**src/rtl/mul8_pkg.sv**
```systemverilog
// Package: shared constants, state type and opcode test for the byte multiply unit.
// Assumes the 6 leading instruction bits identify the unsigned multiply.
package mul8_pkg;
    localparam int unsigned INSTR_W  = 16;
    localparam int unsigned OPC_MSB  = 15;
    localparam int unsigned OPC_LSB  = 10;
    localparam int unsigned OPC_W    = OPC_MSB - OPC_LSB + 1;
    localparam logic [OPC_W-1:0] MUL_OPC = 6'b100111;
    localparam int unsigned IDX_W    = 5;

    typedef enum logic [1:0] {
        ST_IDLE = 2'd0,
        ST_MUL  = 2'd1,
        ST_DONE = 2'd2
    } mul_state_e;

    // True when the word carries the unsigned multiply opcode.
    function automatic logic is_mul_word(input logic [INSTR_W-1:0] w);
        return w[OPC_MSB:OPC_LSB] == MUL_OPC;
    endfunction
endpackage

```
**src/rtl/mul8_decode.sv**
```systemverilog
// Module: splits the instruction word into opcode match and operand indices.
// Assumes the first index sits in bits 8:4 and the second in {9, 3:0}.
module mul8_decode
    import mul8_pkg::*;
(
    input  logic [INSTR_W-1:0] instr,
    output logic               opc_ok,
    output logic [IDX_W-1:0]   d_idx,
    output logic [IDX_W-1:0]   r_idx
);
    // Pure field extraction and opcode compare.
    always_comb begin
        opc_ok = is_mul_word(instr);
        d_idx  = instr[8:4];
        r_idx  = {instr[9], instr[3:0]};
    end
endmodule

```
**src/rtl/mul8_array.sv**
```systemverilog
// Module: combinational unsigned W x W multiplier built from shifted partial products.
// Assumes operands are unsigned; result is 2W bits and never overflows.
module mul8_array #(
    parameter int unsigned W = 8
) (
    input  logic [W-1:0]   a,
    input  logic [W-1:0]   b,
    output logic [2*W-1:0] p
);
    localparam int unsigned PW = 2 * W;

    logic [PW-1:0] pp [W];

    genvar gi;
    generate
        for (gi = 0; gi < W; gi++) begin : g_pp
            // One partial product row per multiplier bit.
            assign pp[gi] = b[gi] ? (PW'(a) << gi) : '0;
        end
    endgenerate

    // Accumulate the partial product rows.
    always_comb begin
        p = '0;
        for (int i = 0; i < W; i++) begin
            p = p + pp[i];
        end
    end
endmodule

```
**src/rtl/mul8_flags.sv**
```systemverilog
// Module: merges product-derived carry and zero into a captured status byte.
// Assumes carry and zero positions are distinct and inside the status width.
module mul8_flags #(
    parameter int unsigned W     = 8,
    parameter int unsigned SW    = 8,
    parameter int unsigned C_POS = 0,
    parameter int unsigned Z_POS = 1
) (
    input  logic [2*W-1:0] prod,
    input  logic [SW-1:0]  st_in,
    output logic [SW-1:0]  st_out
);
    // Replace only carry and zero, keep every other bit.
    always_comb begin
        st_out        = st_in;
        st_out[C_POS] = prod[2*W-1];
        st_out[Z_POS] = (prod == '0);
    end
endmodule

```
**src/rtl/mul8_ctrl.sv**
```systemverilog
// Module: sequencer giving a fixed two-cycle latency from accepted start to done.
// Assumes a start is only meaningful with a matching opcode; synchronous active-low reset.
module mul8_ctrl
    import mul8_pkg::*;
(
    input  logic clk,
    input  logic rst_n,
    input  logic start,
    input  logic opc_ok,
    output logic capture,
    output logic load,
    output logic busy,
    output logic done,
    output logic wr_lo,
    output logic wr_hi
);
    mul_state_e state_q, state_d;
    logic       wr_q;

    // Accept decision and computing-cycle indication.
    always_comb begin
        busy    = (state_q == ST_MUL);
        capture = start && opc_ok && !busy;
        load    = busy;
        done    = (state_q == ST_DONE);
    end

    // Next-state selection.
    always_comb begin
        state_d = state_q;
        unique case (state_q)
            ST_IDLE: state_d = capture ? ST_MUL : ST_IDLE;
            ST_MUL:  state_d = ST_DONE;
            ST_DONE: state_d = capture ? ST_MUL : ST_IDLE;
            default: state_d = ST_IDLE;
        endcase
    end

    // State register.
    always_ff @(posedge clk) begin
        if (!rst_n) state_q <= ST_IDLE;
        else        state_q <= state_d;
    end

    // Register write strobes, raised when the product is loaded.
    always_ff @(posedge clk) begin
        if (!rst_n) wr_q <= 1'b0;
        else        wr_q <= load;
    end

    assign wr_lo = wr_q;
    assign wr_hi = wr_q;
endmodule

```
**src/rtl/mul8_unit.sv**
```systemverilog
// Module: top of the unsigned byte multiply unit.
// Captures operands and status on an accepted start, computes in the next cycle,
// and presents the product for registers 0/1 with updated status in the cycle after.
// Assumes the register file reads the bytes addressed by src_d_idx/src_r_idx combinationally.
module mul8_unit
    import mul8_pkg::*;
#(
    parameter int unsigned W     = 8,
    parameter int unsigned SW    = 8,
    parameter int unsigned C_POS = 0,
    parameter int unsigned Z_POS = 1
) (
    input  logic               clk,
    input  logic               rst_n,
    input  logic               start,
    input  logic [INSTR_W-1:0] instr,
    input  logic [W-1:0]       rd_byte,
    input  logic [W-1:0]       rr_byte,
    input  logic [SW-1:0]      status_in,
    output logic [IDX_W-1:0]   src_d_idx,
    output logic [IDX_W-1:0]   src_r_idx,
    output logic [W-1:0]       prod_lo,
    output logic [W-1:0]       prod_hi,
    output logic               wr_en_r0,
    output logic               wr_en_r1,
    output logic [SW-1:0]      status_out,
    output logic               done
);
    localparam int unsigned PW = 2 * W;

    logic          opc_ok, capture, load, busy;
    logic [W-1:0]  op_a_q, op_b_q;
    logic [SW-1:0] st_q;
    logic [PW-1:0] prod_c, prod_q;
    logic [SW-1:0] st_c, st_out_q;

    mul8_decode u_dec (
        .instr  (instr),
        .opc_ok (opc_ok),
        .d_idx  (src_d_idx),
        .r_idx  (src_r_idx)
    );

    mul8_ctrl u_ctrl (
        .clk     (clk),
        .rst_n   (rst_n),
        .start   (start),
        .opc_ok  (opc_ok),
        .capture (capture),
        .load    (load),
        .busy    (busy),
        .done    (done),
        .wr_lo   (wr_en_r0),
        .wr_hi   (wr_en_r1)
    );

    // Latch operands and status on the accepting edge.
    always_ff @(posedge clk) begin
        if (!rst_n) begin
            op_a_q <= '0;
            op_b_q <= '0;
            st_q   <= '0;
        end else if (capture) begin
            op_a_q <= rd_byte;
            op_b_q <= rr_byte;
            st_q   <= status_in;
        end
    end

    mul8_array #(.W(W)) u_mul (
        .a (op_a_q),
        .b (op_b_q),
        .p (prod_c)
    );

    mul8_flags #(.W(W), .SW(SW), .C_POS(C_POS), .Z_POS(Z_POS)) u_flags (
        .prod   (prod_c),
        .st_in  (st_q),
        .st_out (st_c)
    );

    // Register the product and status at the end of the computing cycle.
    always_ff @(posedge clk) begin
        if (!rst_n) begin
            prod_q   <= '0;
            st_out_q <= '0;
        end else if (load) begin
            prod_q   <= prod_c;
            st_out_q <= st_c;
        end
    end

    assign prod_lo    = prod_q[W-1:0];
    assign prod_hi    = prod_q[PW-1:W];
    assign status_out = st_out_q;
endmodule

```
**config.mk**
```make
export PLATFORM = sky130hd
export DESIGN_NAME = mul8_unit
export DESIGN_NICKNAME = d
export VERILOG_FILES = /design/src/rtl/mul8_pkg.sv /design/src/rtl/mul8_decode.sv /design/src/rtl/mul8_array.sv /design/src/rtl/mul8_flags.sv /design/src/rtl/mul8_ctrl.sv /design/src/rtl/mul8_unit.sv
export SDC_FILE = /design/constraint.sdc
export NUM_CORES = 1
export LEC_CHECK = 0
export CAP_MARGIN = 15
export CORE_ASPECT_RATIO = 0.5
export CORE_UTILIZATION = 52
export CTS_CLUSTER_SIZE = 16
export DETAILED_ROUTE_END_ITERATION = 12
export DONT_BUFFER_PORTS = 1
export PLACE_DENSITY = 0.67
export SLEW_MARGIN = 20
export SYNTH_ARGS = -nofsm -noshare
export SYNTH_HDL_FRONTEND = slang
export SYNTH_HIERARCHICAL = 1
export SYNTH_SLANG_ARGS = --single-unit
```
**constraint.sdc**
```tcl
create_clock -name clk -period 16.65 [get_ports clk]
set_clock_uncertainty 0.1 [all_clocks]
set_input_delay 3.33 -clock clk [delete_from_list [all_inputs] [get_ports clk]]
set_output_delay 3.33 -clock clk [all_outputs]
set_load 0.005 [all_outputs]
```
**Word-level counts from Yosys, hierarchy flattened**

Cells that the tools add are included.

- Shifts and indexed selects: 0
- Reduce and logical (&&, ||, !) cells: 6
- $lt $le $gt $ge: 0
- Mux-type cells: 10
- Bitwise logic cells: 0
- Add/subtract/negate cells: 7
- Divide/modulo/power cells: 0
- Multiply operators: 0
- Equal/unequal tests: 3

Operators by type and width:

| cell | count |
|---|---|
| 16-bit adder | 2 |
| 16-bit by 11-bit adder with 16-bit output | 1 |
| 16-bit by 12-bit adder with 16-bit output | 1 |
| 16-bit by 13-bit adder with 16-bit output | 1 |
| 16-bit by 14-bit adder with 16-bit output | 1 |
| 16-bit by 15-bit adder with 16-bit output | 1 |
| 16-bit logical NOT | 1 |
| 15-bit two-way mux | 1 |
| 14-bit two-way mux | 1 |
| 13-bit two-way mux | 1 |
| 12-bit two-way mux | 1 |
| 11-bit two-way mux | 1 |
| 10-bit two-way mux | 1 |
| 9-bit two-way mux | 1 |
| 8-bit two-way mux | 1 |
| 6-bit == test (second input constant) | 1 |
| 2-bit one-hot mux with 2 select lines | 1 |
| 2-bit by 1-bit == test with 1-bit output (second input constant) | 1 |
| 2-bit == test (second input constant) | 1 |
| 1-bit logical AND | 2 |
| 2-bit logical NOT | 1 |
| 2-bit OR reduction | 1 |
| 1-bit logical NOT | 1 |
| 1-bit two-way mux | 1 |

- Memory bits (read-only): 0
- Bits in registers: 51
- Bits in writable memories: 0
- Word-level logic and storage cells: 33
- Memories kept: 0
- Output and inout port bits: 37
- Bits in latches: 0
- Bits of input ports: 43

**Longest topological paths before layout**

- Word-level depth: 9
- Mapped depth: 24
- Mapped depth without buffers: 24

**Hierarchy**

Netlist, hierarchy kept.

By module, submodules not included:

| module | sequential area each (um^2) | cells each | instances | area each (um^2) |
|---|---|---|---|---|
| mul8_array | 0.0 | 225 | 1 | 1954.4 |
| mul8_unit | 960.9 | 155 | 1 | 1866.8 |
| mul8_ctrl | 40.0 | 10 | 1 | 97.6 |
| mul8_decode | 0.0 | 12 | 1 | 91.3 |
| mul8_flags | 0.0 | 12 | 1 | 86.3 |

**Worst setup path before layout**

OpenSTA, ideal clock, no wires.

- Kind: input port to output port
- Start: input instr[4]
- End: output src_d_idx[0]
- Data arrival time: 3.441 ns
- Data required time: 13.220 ns
- Path buffers: 1
- Setup slack: 9.779 ns
- Cell stages on the path: 1
- Path through: buf_4

RTL lines:

| item | line | text |
|---|---|---|
| start: declaration | mul8_unit.sv:16 | `input logic [INSTR_W-1:0] instr,` |
| end: declaration | mul8_unit.sv:20 | `output logic [IDX_W-1:0] src_d_idx,` |

No word-level cell between the ends.

**Worst setup path after layout**

- Start: input instr[5]
- End: output src_d_idx[1]

No word-level cell between the ends.

==> results.yml <==
outcome:
  status: "finished clean"
sta:
  period_share_pct: 40.6
  tightestPinTransition_ns: 0.945
  rsz0062_at_grt: "false"
  relSlewSlack_pct: 36.9
  hold_slack_ns: 0.355
  finalSetupViolations: 0
  slew_viol_final: 0
  min_period_ns: 6.76
  hold_viol: 0
  tns_ns: 0
  fmax_ghz: 0.148
die:
  rows: 22
  die_x_um: 126
  core_um2: 7400
  pin_count: 80
  dieArea_um2: 8120
  dieHeight_um: 64.2
  start_util_pct: 54.3
global_route:
  grt_use_met3_pct: 6.45
  grt_use_met2_pct: 34.9
  use_met1_pct: 28.0
  grt_pass1_wl_um: 13500
  grt_max_degree: 49
  grt_pass1_vias: 2780
  antenna_found_initial: 0
  gr-total-overflow: 0
  top_usage_layer: "met2"
  grt_use_total_pct: 21.5
power:
  irDropWorstVdd_v: 0.0000505
  power.leakage_nw: 1.77
  p_sw_w: 0.0000442
  p_int_w: 0.000176
  power_density_nw_per_um2: 54.7
  comb_power_share_pct: 1.2
  p_sw_share_pct: 20.0
  seq_power_share_pct: 52.3
  p_clk_share_pct: 46.5
routing:
  viasPerCell: 5.48
  antenna_left: 0
  drtPass1Iterations: 4
  routed_wl_um: 8000
  num_vias: 2640
  first_iter_violations: 81
  drc_errors: 0
  wire_per_inst_um: 16.6
clocking:
  cts-htree-levels: 2
  cts_made_buffers: 5
  clock_latency_ns: 0.29
  cts_root_buffer: "clkbuf_16"
  cts_tree: "done"
  clock_path_buffers: 2
  cts_setup_buffers: 0
  ctsResizeCount: 0
  clk_pin_slew_worst_paths_ns: 0.07
  holdBufCountCts: 0
  cts_sinks: 48
finish:
  fin_nets: 497
  diodes: 0
  areaGrowthSynthToFinish_pct: 0.249
  stdcell_area_um2: 4030
  final_core_util_pct: 54.5
  fin_cells: 482
  drive_gt1_share_pct: 3.63
placed_design:
  dp_cells: 475
  dp.final_hpwl_um: 6200
  post_dp_cell_area_um2: 3890
  numPortBuffers: 0
  gp_congestion: 0.780
hold_path:
  hold_class: "flop to flop"
  worstHoldPathCells: 1
worst_setup_path:
  worst_setup_path_end_kind: "output port"
  worst-path-max-fanout: 1
  worstPathArrival_ns: 3.33
  crit_type: "primary input to output port"
  ff2ff_path_depth: 22
  required_ns: 13.22
  cp.depth: 0
  crit_path_start_kind: "primary input"
synthesis:
  syn_nets: 519
  synthCells: 408
  yosysWarnings: 6
  syn_avg_cell_area_um2: 9.86
  netlist_area_um2: 4020
job:
  drv_cap: 0
-- state kept, by name, indices dropped and copies added, names as in the netlist --
register        flops
op_a_q              8
prod_q             16
status_out          8
op_b_q              8
u_ctrl/state_q      1
u_ctrl/wr_hi        1
st_q                6
-- metrics by stage --
step | total power (W) | worst slack [ns]
finish | 0.000221 | 9.89
CTS | 0.000223 | 9.89
detailed placement | 0.000121 | 9.89
global route | 0.000228 | 9.89
global placement | 0.000121 | 9.89
floorplan | 0.000124 | 9.78
-- worst register-to-register path, stage by stage (launching register included) --
cell       delay [ns]
dfxtp_1          0.54
and2_1           0.24
ha_1             0.26
a211oi_1         0.22
nor2_1           0.10
o21ai_1          0.17
nor2b_1          0.18
xor2_1           0.22
fa_1             0.47
fa_1             0.41
fa_1             0.50
fa_1             0.65
inv_1            0.07
ha_1             0.30
a21oi_2          0.19
o2111ai_2        0.18
a41o_1           0.30
a21oi_2          0.15
xnor2_1          0.12
nor4_1           0.33
and4_1           0.25
mux2i_1          0.07
nor2b_1          0.13
-- worst paths after layout --
| kind | startpoint | slack [ns] | end |
|---|---|---|---|
| min reg2reg | u_ctrl/state_q[0] | 0.35 | u_ctrl/state_q[0] |
| max | instr[5] | 9.89 | src_d_idx[1] |
| min | u_ctrl/state_q[0] | 0.35 | u_ctrl/state_q[0] |
| max reg2reg | op_a_q[1] | 10.48 | status_out[1] |
-- metal layers --
metal	share of wire (%)	vias to the layer above
met3	6.9	18
li1	-	1264
met1	47	1268
met2	45	90
met4	1.6	0
met5	0	-
-- power by group through the flow --
stage	Combinational, W	Sequential (W)	Clock, W
global placement	0.00000260	0.000118	0
CTS	0.00000264	0.000115	0.000105
finish	0.00000262	0.000116	0.000103
floorplan	0.00000577	0.000118	0
global route	0.00000272	0.000115	0.000110
detailed placement	0.00000264	0.000118	0
-- placed cells by master, fill, tap and decap left out, types with 2 or more instances in the layout --
master / n
o21ai_1: 2
nand3_1: 3
a211oi_1: 2
xor2_1: 4
clkbuf_16: 5
dfxtp_1: 48
nor2b_1: 48
inv_1: 37
ha_1: 34
a21o_1: 6
and2_1: 33
fa_1: 34
a21oi_1: 5
nor3_1: 2
a41o_1: 2
a21oi_2: 2
xnor2_1: 10
nor4_1: 4
nor3b_1: 2
mux2i_1: 46
nor2_1: 7
nand2_1: 36
-- final cells by class --
cell class,count,area [µm²]
clock buffer,6,139
clock inverter,1,8.76
fill,654,3370
inverter,37,139
multi-input combinational,293,2660
sequential,48,961
tap,96,120
timing repair buffer,1,7.51
(Power assumes the default switching activity.)
